===== config.mk =====
export PLATFORM = sky130hd
export DESIGN_NAME = mlt3_tx_serializer
export DESIGN_NICKNAME = d
export VERILOG_FILES = /design/src/rtl/mlt3_tx_pkg.sv /design/src/rtl/mlt3_word_clk_div.sv /design/src/rtl/mlt3_hold_piso.sv /design/src/rtl/mlt3_line_enc.sv /design/src/rtl/mlt3_tx_serializer.sv
export SDC_FILE = /design/constraint.sdc
export NUM_CORES = 1
export LEC_CHECK = 0
export BUFFER_PORTS_ARGS = -buffer_cell sky130_fd_sc_hd__buf_2
export CORE_MARGIN = 3
export CORE_UTILIZATION = 45
export CTS_CLUSTER_DIAMETER = 30
export DETAILED_ROUTE_END_ITERATION = 16
export PLACE_DENSITY = 0.75
export SLEW_MARGIN = 5
export SYNTH_ARGS = -nofsm -noshare
export SYNTH_HDL_FRONTEND = slang
export SYNTH_SLANG_ARGS = --single-unit

===== constraint.sdc =====
create_clock -name clk -period 1.3 [get_ports clk]
set_clock_uncertainty 0.2 [all_clocks]
set_input_delay 0.26 -clock clk [delete_from_list [all_inputs] [get_ports clk]]
set_output_delay 0.26 -clock clk [all_outputs]
set_load 0.1 [all_outputs]

===== src/rtl/mlt3_tx_pkg.sv =====
// Package: shared types for the three-level line transmit serializer.
// Assumes: line codes are two-bit two's-complement values -1, 0 and +1.
package mlt3_tx_pkg;

    // Three-level line symbol; the encoding is visible at the top-level port.
    typedef enum logic [1:0] {
        LVL_ZERO = 2'b00,
        LVL_POS  = 2'b01,
        LVL_NEG  = 2'b11
    } mlt_level_t;

endpackage


===== src/rtl/mlt3_word_clk_div.sv =====
// Module: divides the bit clock by WORD_W. It produces the word clock
// output, the strobe that captures the input group and the strobe that
// loads the shifter.
// Assumes: WORD_W >= 3. Reset leaves the counter at its last value, so
// the first edge after reset wraps it, raises the word clock and loads
// the shifter.
module mlt3_word_clk_div #(
    parameter int WORD_W = 5
) (
    input  logic clk,
    input  logic rst_n,
    output logic word_clk_o,
    output logic cap_stb_o,
    output logic load_stb_o
);
    localparam int CNT_W   = (WORD_W > 1) ? $clog2(WORD_W) : 1;
    localparam int WCLK_HI = WORD_W / 2;
    localparam int CAP_AT  = WORD_W / 2;
    localparam logic [CNT_W-1:0] CNT_LAST = CNT_W'(WORD_W - 1);

    logic [CNT_W-1:0] cnt_q;
    logic [CNT_W-1:0] cnt_next;
    logic             wclk_q;

    // Next counter value, wrapping after the last bit of a group.
    always_comb begin
        cnt_next = (cnt_q == CNT_LAST) ? '0 : cnt_q + 1'b1;
    end

    // Bit counter and registered word clock, high for the first WCLK_HI bits.
    always_ff @(posedge clk) begin
        if (!rst_n) begin
            cnt_q  <= CNT_LAST;
            wclk_q <= 1'b0;
        end else begin
            cnt_q  <= cnt_next;
            wclk_q <= (32'(cnt_next) < WCLK_HI);
        end
    end

    // Strobes: capture in mid-period, load the shifter on wrap.
    always_comb begin
        cap_stb_o  = rst_n && (cnt_q == CNT_W'(CAP_AT));
        load_stb_o = rst_n && (cnt_q == CNT_LAST);
    end

    assign word_clk_o = wclk_q;

endmodule


===== src/rtl/mlt3_hold_piso.sv =====
// Module: holding register followed by a parallel-in serial-out shifter.
// Sends bit 0 first.
// Assumes: cap_stb and load_stb never rise in the same cycle. The holding
// register is always captured at least one cycle before the shifter loads
// from it.
module mlt3_hold_piso #(
    parameter int WORD_W = 5
) (
    input  logic              clk,
    input  logic              rst_n,
    input  logic              cap_stb,
    input  logic              load_stb,
    input  logic [WORD_W-1:0] word_i,
    output logic              bit_o
);
    logic [WORD_W-1:0] hold_q;
    logic [WORD_W-1:0] shreg_q;

    // Holding register: samples the input group once per word period.
    always_ff @(posedge clk) begin
        if (!rst_n) begin
            hold_q <= '0;
        end else if (cap_stb) begin
            hold_q <= word_i;
        end
    end

    // Shifter: loads on wrap, otherwise shifts toward bit 0 and fills with 0.
    always_ff @(posedge clk) begin
        if (!rst_n) begin
            shreg_q <= '0;
        end else if (load_stb) begin
            shreg_q <= hold_q;
        end else begin
            shreg_q <= {1'b0, shreg_q[WORD_W-1:1]};
        end
    end

    assign bit_o = shreg_q[0];

endmodule


===== src/rtl/mlt3_line_enc.sv =====
// Module: NRZ-to-NRZI toggle stage chained into a three-level rotation
// encoder.
// Assumes: one serial bit per clock. Each change of the NRZI state moves
// the line one step along 0, +1, 0, -1.
module mlt3_line_enc
    import mlt3_tx_pkg::*;
(
    input  logic       clk,
    input  logic       rst_n,
    input  logic       bit_i,
    output logic [1:0] line_sym_o
);
    logic       nrzi_q;
    logic       nrzi_d1;
    logic       step;
    logic       up_next_q;
    mlt_level_t level_q;

    // NRZI state: toggles on a one bit; keeps a delayed copy to see changes.
    always_ff @(posedge clk) begin
        if (!rst_n) begin
            nrzi_q  <= 1'b0;
            nrzi_d1 <= 1'b0;
        end else begin
            nrzi_q  <= nrzi_q ^ bit_i;
            nrzi_d1 <= nrzi_q;
        end
    end

    // Step request: a change of NRZI state between consecutive bits.
    always_comb begin
        step = nrzi_q ^ nrzi_d1;
    end

    // Rotation state: current level and direction of the next non-zero step.
    always_ff @(posedge clk) begin
        if (!rst_n) begin
            level_q   <= LVL_ZERO;
            up_next_q <= 1'b1;
        end else if (step) begin
            unique case (level_q)
                LVL_ZERO: level_q <= up_next_q ? LVL_POS : LVL_NEG;
                LVL_POS: begin
                    level_q   <= LVL_ZERO;
                    up_next_q <= 1'b0;
                end
                LVL_NEG: begin
                    level_q   <= LVL_ZERO;
                    up_next_q <= 1'b1;
                end
                default: level_q <= LVL_ZERO;
            endcase
        end
    end

    assign line_sym_o = level_q;

endmodule


===== src/rtl/mlt3_tx_serializer.sv =====
// Module: top of the transmit serializer. It takes a WORD_W-bit group
// every word period and sends a three-level line symbol every bit clock.
// Assumes: the upstream logic changes tx_word on the rising edge of
// word_clk_o, and the block samples it later in the same period.
module mlt3_tx_serializer #(
    parameter int WORD_W = 5
) (
    input  logic              clk,
    input  logic              rst_n,
    input  logic [WORD_W-1:0] tx_word,
    output logic              word_clk_o,
    output logic [1:0]        line_sym
);
    logic cap_stb;
    logic load_stb;
    logic ser_bit;

    mlt3_word_clk_div #(.WORD_W(WORD_W)) u_div (
        .clk        (clk),
        .rst_n      (rst_n),
        .word_clk_o (word_clk_o),
        .cap_stb_o  (cap_stb),
        .load_stb_o (load_stb)
    );

    mlt3_hold_piso #(.WORD_W(WORD_W)) u_piso (
        .clk      (clk),
        .rst_n    (rst_n),
        .cap_stb  (cap_stb),
        .load_stb (load_stb),
        .word_i   (tx_word),
        .bit_o    (ser_bit)
    );

    mlt3_line_enc u_enc (
        .clk        (clk),
        .rst_n      (rst_n),
        .bit_i      (ser_bit),
        .line_sym_o (line_sym)
    );

endmodule


; ---- Yosys cells after proc, flatten, opt, wreduce, memory -nomap -nowiden
; Index checks and enable logic that the tools add are counted.
; W data, S select, Z words.
[totals]
ff_bits = 19
in_bits = 7
out_inout_bits = 3
[op_classes]
addsub = 1
n_lt_le_gt_ge = 1
n_eq_ne = 4
n_mux = 5
n_bitwise = 2
reduce_logical = 6
[op_table]
columns = operator, count
row1 = $mux W2, 2
row2 = $mux W4, 1
row3 = $reduce_and A2 Y1, 2
row4 = $add A3 B1 Y3 const B, 1
row5 = $eq A3 B2 Y1 const B, 1
row6 = $eq A3 B3 Y1 const B, 1
row7 = $lt A3 B2 Y1 const B, 1
row8 = $mux W3, 1
row9 = $eq A2 B1 Y1 const B, 1
row10 = $eq A2 B2 Y1 const B, 1
row11 = $logic_and A1 B1 Y1, 2
row12 = $logic_not A2 Y1, 1
row13 = $pmux W1 S2, 1
row14 = $reduce_bool A2 Y1, 1
row15 = $xor A1 B1 Y1, 2

; ---- Logic depth before layout (Yosys ltp)
[depth]
ltp_word = 3
ltp_mapped = 6
ltp_nobuf = 5

; ---- Hierarchy
; A second synthesis with hierarchy kept.
[hier_totals]
hier_cells = 67
hier_area_um2 = 758.2
[modules_own_cells]
columns = mod, n_inst, cells_each, area_per_inst_um2
row1 = mlt3_hold_piso, 1, 31, 371.6
row2 = mlt3_line_enc, 1, 18, 200.2
row3 = mlt3_word_clk_div, 1, 18, 186.4

; ---- Worst setup path after synthesis
; Ideal clock, no wire load.
[synth_path]
path_kind = register to register
start = reg u_enc.level_q[0], in the netlist u_enc.line_sym_o[0]
end = reg u_enc.up_next_q
setup_time_ns = 0.125
arrival_time_ns = 1.336
t_required_ns = 0.975
setup_slack_ns = -0.361
path_stages_with_launch = 3
path_buffers = 0
period_less_slack_ns = 1.661
path_cell_list = dfxtp_1 > a21boi_0 > nand3b_1
[synth_via]
elab_chain_len = 3
word_cells_on_any_way = 5
classes_between = eq/ne (2) / mux (1) / reduce/logical (2)
[synth_lines]
columns = item, line_no
row1 = start: declaration, mlt3_line_enc.sv:17  ; mlt_level_t level_q;
row2 = start signal: assignment, mlt3_line_enc.sv:42  ; LVL_ZERO: level_q <= up_next_q ? LVL_POS : LVL_NEG;
row3 = $eq A2 B1 Y1 / $eq A2 B2 Y1 (equally long branches), mlt3_line_enc.sv:41  ; unique case (level_q)
row4 = $reduce_bool A2 Y1 (no source line), n/a
row5 = $reduce_and A2 Y1 (no source line), n/a
row6 = end signal: assignment, mlt3_line_enc.sv:39  ; up_next_q <= 1'b1;
row7 = end signal: assignment, mlt3_line_enc.sv:45  ; up_next_q <= 1'b0;
row8 = end signal: assignment, mlt3_line_enc.sv:49  ; up_next_q <= 1'b1;
row9 = end: declaration, mlt3_line_enc.sv:16  ; logic up_next_q;
; Several ways; a longest one is shown, not always the timed one.
; A chain may end at the register's enable or synchronous reset.

; ---- Worst setup path in the final report
[layout_path]
start = reg u_div.cnt_q[1]
end = reg u_div.wclk_q, in the netlist u_div.word_clk_o
[layout_via]
elab_chain_len = 3
word_cells_on_any_way = 4
classes_between = add/sub (1) / order compare (1) / eq/ne (1) / mux (1)
[layout_lines]
columns = item, line_no
row1 = start: declaration, mlt3_word_clk_div.sv:21  ; logic [CNT_W-1:0] cnt_q;
row2 = start signal: assignment, mlt3_word_clk_div.sv:36  ; cnt_q <= cnt_next;
row3 = $add A3 B1 Y3 / $eq A3 B3 Y1 (equally long branches), mlt3_word_clk_div.sv:27  ; cnt_next = (cnt_q == CNT_LAST) ? '0 : cnt_q + 1'b1;
row4 = $mux W3 *, mlt3_word_clk_div.sv:27
row5 = $lt A3 B2 Y1 *, mlt3_word_clk_div.sv:37  ; wclk_q <= (32'(cnt_next) < WCLK_HI);
row6 = end signal: assignment, mlt3_word_clk_div.sv:37
row7 = end: declaration, mlt3_word_clk_div.sv:23  ; logic wclk_q;
; Every way passes the cells marked *; elsewhere a longest branch is shown, timed or not.

==> out/results.tsv <==
metric	value	unit
outcome	complete, but fails checks	
failed_checks	negative setup slack	
grt_first_pass_wirelength	2060	µm
worst-r2r-cell-count	5	
required	1.30	ns
finalMaxSlewViolations	0	
pwr_density_cell	1510	nW/µm²
num-nets-final	99	
core	1420	µm²
cpLargestDelayFamily	simple AND/OR/NAND/NOR gates	
synth_enable_flop_cells	0	
cts-root-to-sink-buffers	2	
via_count	532	
die_h	46.5	µm
grt_antenna_before_repair	0	
class_of_the_worst_hold_path	in2reg	
port_buffers	9	
drive_gt1_share	38.6	%
hold-path-endpoint	u_piso.hold_q[3]	
worst_vdd_drop	922	µV
synth_sequential_area_ratio	51.5	%
hold_path_stages	3	
synth.ff_latch_count	19	
numClockSinks	19	
comb_power_share	32.9	%
vias_in_the_first_global_route	507	
final.setup.worst_slack	-0.0610	ns
sw_frac_of_total	32.1	%
reg2reg_from	u_div.cnt_q[1]	
r2r_slack	-0.06	ns
syn-num-nets	81	
syn_to_final_growth	31.5	%
report.final.hold_viol_count	0	
grt_setup_unrepaired	yes	
top_level_ports	10	
cp-end-kind	flop	
design_area	971	µm²
vias_per_cell	5.17	
total_power	1.47	mW
async_flop_share	0	%
insertion_delay	0.29	ns
worstSetupStartpointType	flop	
grt_util_all_layers	13.3	%
synth-main-ff-cell	dfxtp_1	
layout_common_cells	dfxtp_1 (13), mux2i_1 (7), nor2b_1 (7)	
cts-hold-fix-buffers	0	
placement_rows	13	
drt_drc_violations_left	0	
drt-wirelength-per-cell	11.0	µm
ant_nets	0	
clock_tree.htree_level_count	1	
slew-limit-headroom	82.7	%
yosysWarnings	0	
switch_pwr	0.472	mW
synthesis.area	738	µm²
antenna-diode-count	0	
timing.final.setup_violations	7	
hold-worst-slack	0.0253	ns
worstSetupPathType	reg2reg	
crit_buf_inv	1	
max_stage_delay	0.38	ns
clock_tree.root_cell	clkbuf_4	
critPathMaxFanout	3	
static-leakage-power	0.372	nW
post_dp_cell_area	887	µm²
crit_path_top_delay_cell	dfxtp_4	
critical_path_arrival	1.36	ns
share_clk_of_total_power	19.2	%
cts_inserted_buffers	3	
cts.reportedPaths.clkPinSlew	0.10	ns
tritoncts	yes	
post_synth_inst_count	71	
timing.final.crit_share	105	%
crit_path_cell_trace	inv_2, ha_4, or3b_4, nand3_2, nor2_2	
min_from	tx_word[3]	
routed_wl	1140	µm
dp.final_hpwl	801	µm
place_congestion	0.671	
cell_internal_pwr	0.998	mW
power.sequential.fraction	47.8	%
ys_types	20	
floorplan.initialDensity	52.2	%
post-route-min-period	1.36	ns
worst-slew-pin-transition	0.259	ns
die_width	46.5	µm
reg2reg_to	u_div.word_clk_o	
drtPass1Iterations	4	
grt_overflow	0	
grt_start_max_net_pins	19	
detail_route.iter0.violations	5	
max_cap_viol_count	0	
fp.dieArea	2160	µm²
n_fill_cell	114	
layout.cells.most_common	dfxtp_1	
synth_area_per_cell	10.4	µm²
maxClockFrequency	735	MHz
what timing repair did:
| action | 4_1_cts | 5_1_grt |
|---|---|---|
| resized for setup | 2 | 12 |
| endpoints found under the hold margin | 0 | 0 |
| setup endpoints to repair | 13 | 17 |
| pin swaps | 1 | 3 |
| cloned | 0 | 0 |
| setup buffers | 2 | 0 |
per-layer routing:
layer | GRT usage, % | share of wire (%) | vias up
met4 | 3.41 | 1.1 | 0
met2 | 23.4 | 50 | 9
li1 | - | - | 270
met3 | 5.86 | 4.8 | 2
met5 | 0 | 0 | -
met1 | 14.5 | 44 | 251
worst min-delay path, cell delays in order:
cell and delay [ns]:
buf_2 0.08, mux2i_1 0.05, nor2b_1 0.09
registers in the layout, summed over array words and instances (netlist names):
name	cells
u_div.word_clk_o	1
u_piso.hold_q	5
u_enc.up_next_q	1
u_enc.nrzi_q	1
u_piso.shreg_q	5
u_div.cnt_q	3
u_enc.line_sym_o	2
u_enc.nrzi_d1	1
worst max-delay path by stage:
stage                         startpoint                to  depth (start not counted)
final                     u_div.cnt_q[1]  u_div.word_clk_o                          5
after floorplan           u_div.cnt_q[1]  u_div.word_clk_o                          5
after detailed placement  u_div.cnt_q[0]  u_piso.hold_q[4]                          6
after CTS                 u_div.cnt_q[0]  u_piso.hold_q[4]                          6
after global placement    u_div.cnt_q[0]  u_piso.hold_q[4]                          6
after global routing      u_div.cnt_q[0]  u_piso.hold_q[4]                          6
power by group through the flow:
stage                     combinational [mW]  clock (mW)  sequential [mW]
after global routing                   0.529       0.332            0.713
after detailed placement               0.437           0            0.705
after global placement                 0.430           0            0.704
after floorplan                        0.189           0            0.794
final                                  0.484       0.283            0.703
after CTS                              0.442       0.301            0.687
stage by stage:
| stage | setup WS [ns] | TNS, ns | instances | utilization [%] |
|---|---|---|---|---|
| 3_3_place_gp | -0.0488 | -0.208 | 97 | 62.7 |
| 6_report | -0.0610 | -0.174 | 103 | 68.6 |
| 5_1_grt | -0.132 | -0.925 | 103 | 68.6 |
| 2_1_floorplan | -0.0118 | -0.0216 | 71 | - |
| 4_1_cts | -0.0937 | -0.676 | 103 | 66.0 |
| 3_5_place_dp | -0.0762 | -0.455 | 97 | 62.7 |
synthesized netlist by cell type, types with 2 or more instances:
| cell | number | share of area (%) |
|---|---|---|
| nor2b_1 | 8 | 6.8 |
| ha_1 | 3 | 5.1 |
| and2_1 | 3 | 2.5 |
| inv_1 | 2 | 1.0 |
| a21boi_0 | 5 | 5.1 |
| mux2i_1 | 7 | 9.5 |
| dfxtp_1 | 19 | 52 |
| nand2_1 | 6 | 3.1 |
| nand3_1 | 5 | 3.4 |
| nor2_1 | 3 | 1.5 |
layout make-up:
class / instances / area (µm²) / share of cell area, %
flip-flops and latches: 19 / 395 / 40.7
multi-input cells: 48 / 382 / 39.3
repair buffers: 15 / 139 / 14.3
well taps: 15 / 18.8 / 1.93
inverters: 2 / 10.0 / 1.03
clock buffers: 4 / 26.3 / 2.71
cells by family (layout without fill, tap and decap cells):
family                     after synthesis  count (layout)  synth area share (%)
adders and majority gates                3               3                  5.09
muxes                                    7               7                  9.49
and+or+nand+nor                         31              31                  23.2
buffers and inverters                    4              21                  2.20
xor gates and xnor gates                 2               2                  3.39
DFF                                     19              19                  51.5
AOI/OAI and AO/OA                        5               5                  5.09
(Power assumes the default switching activity.)
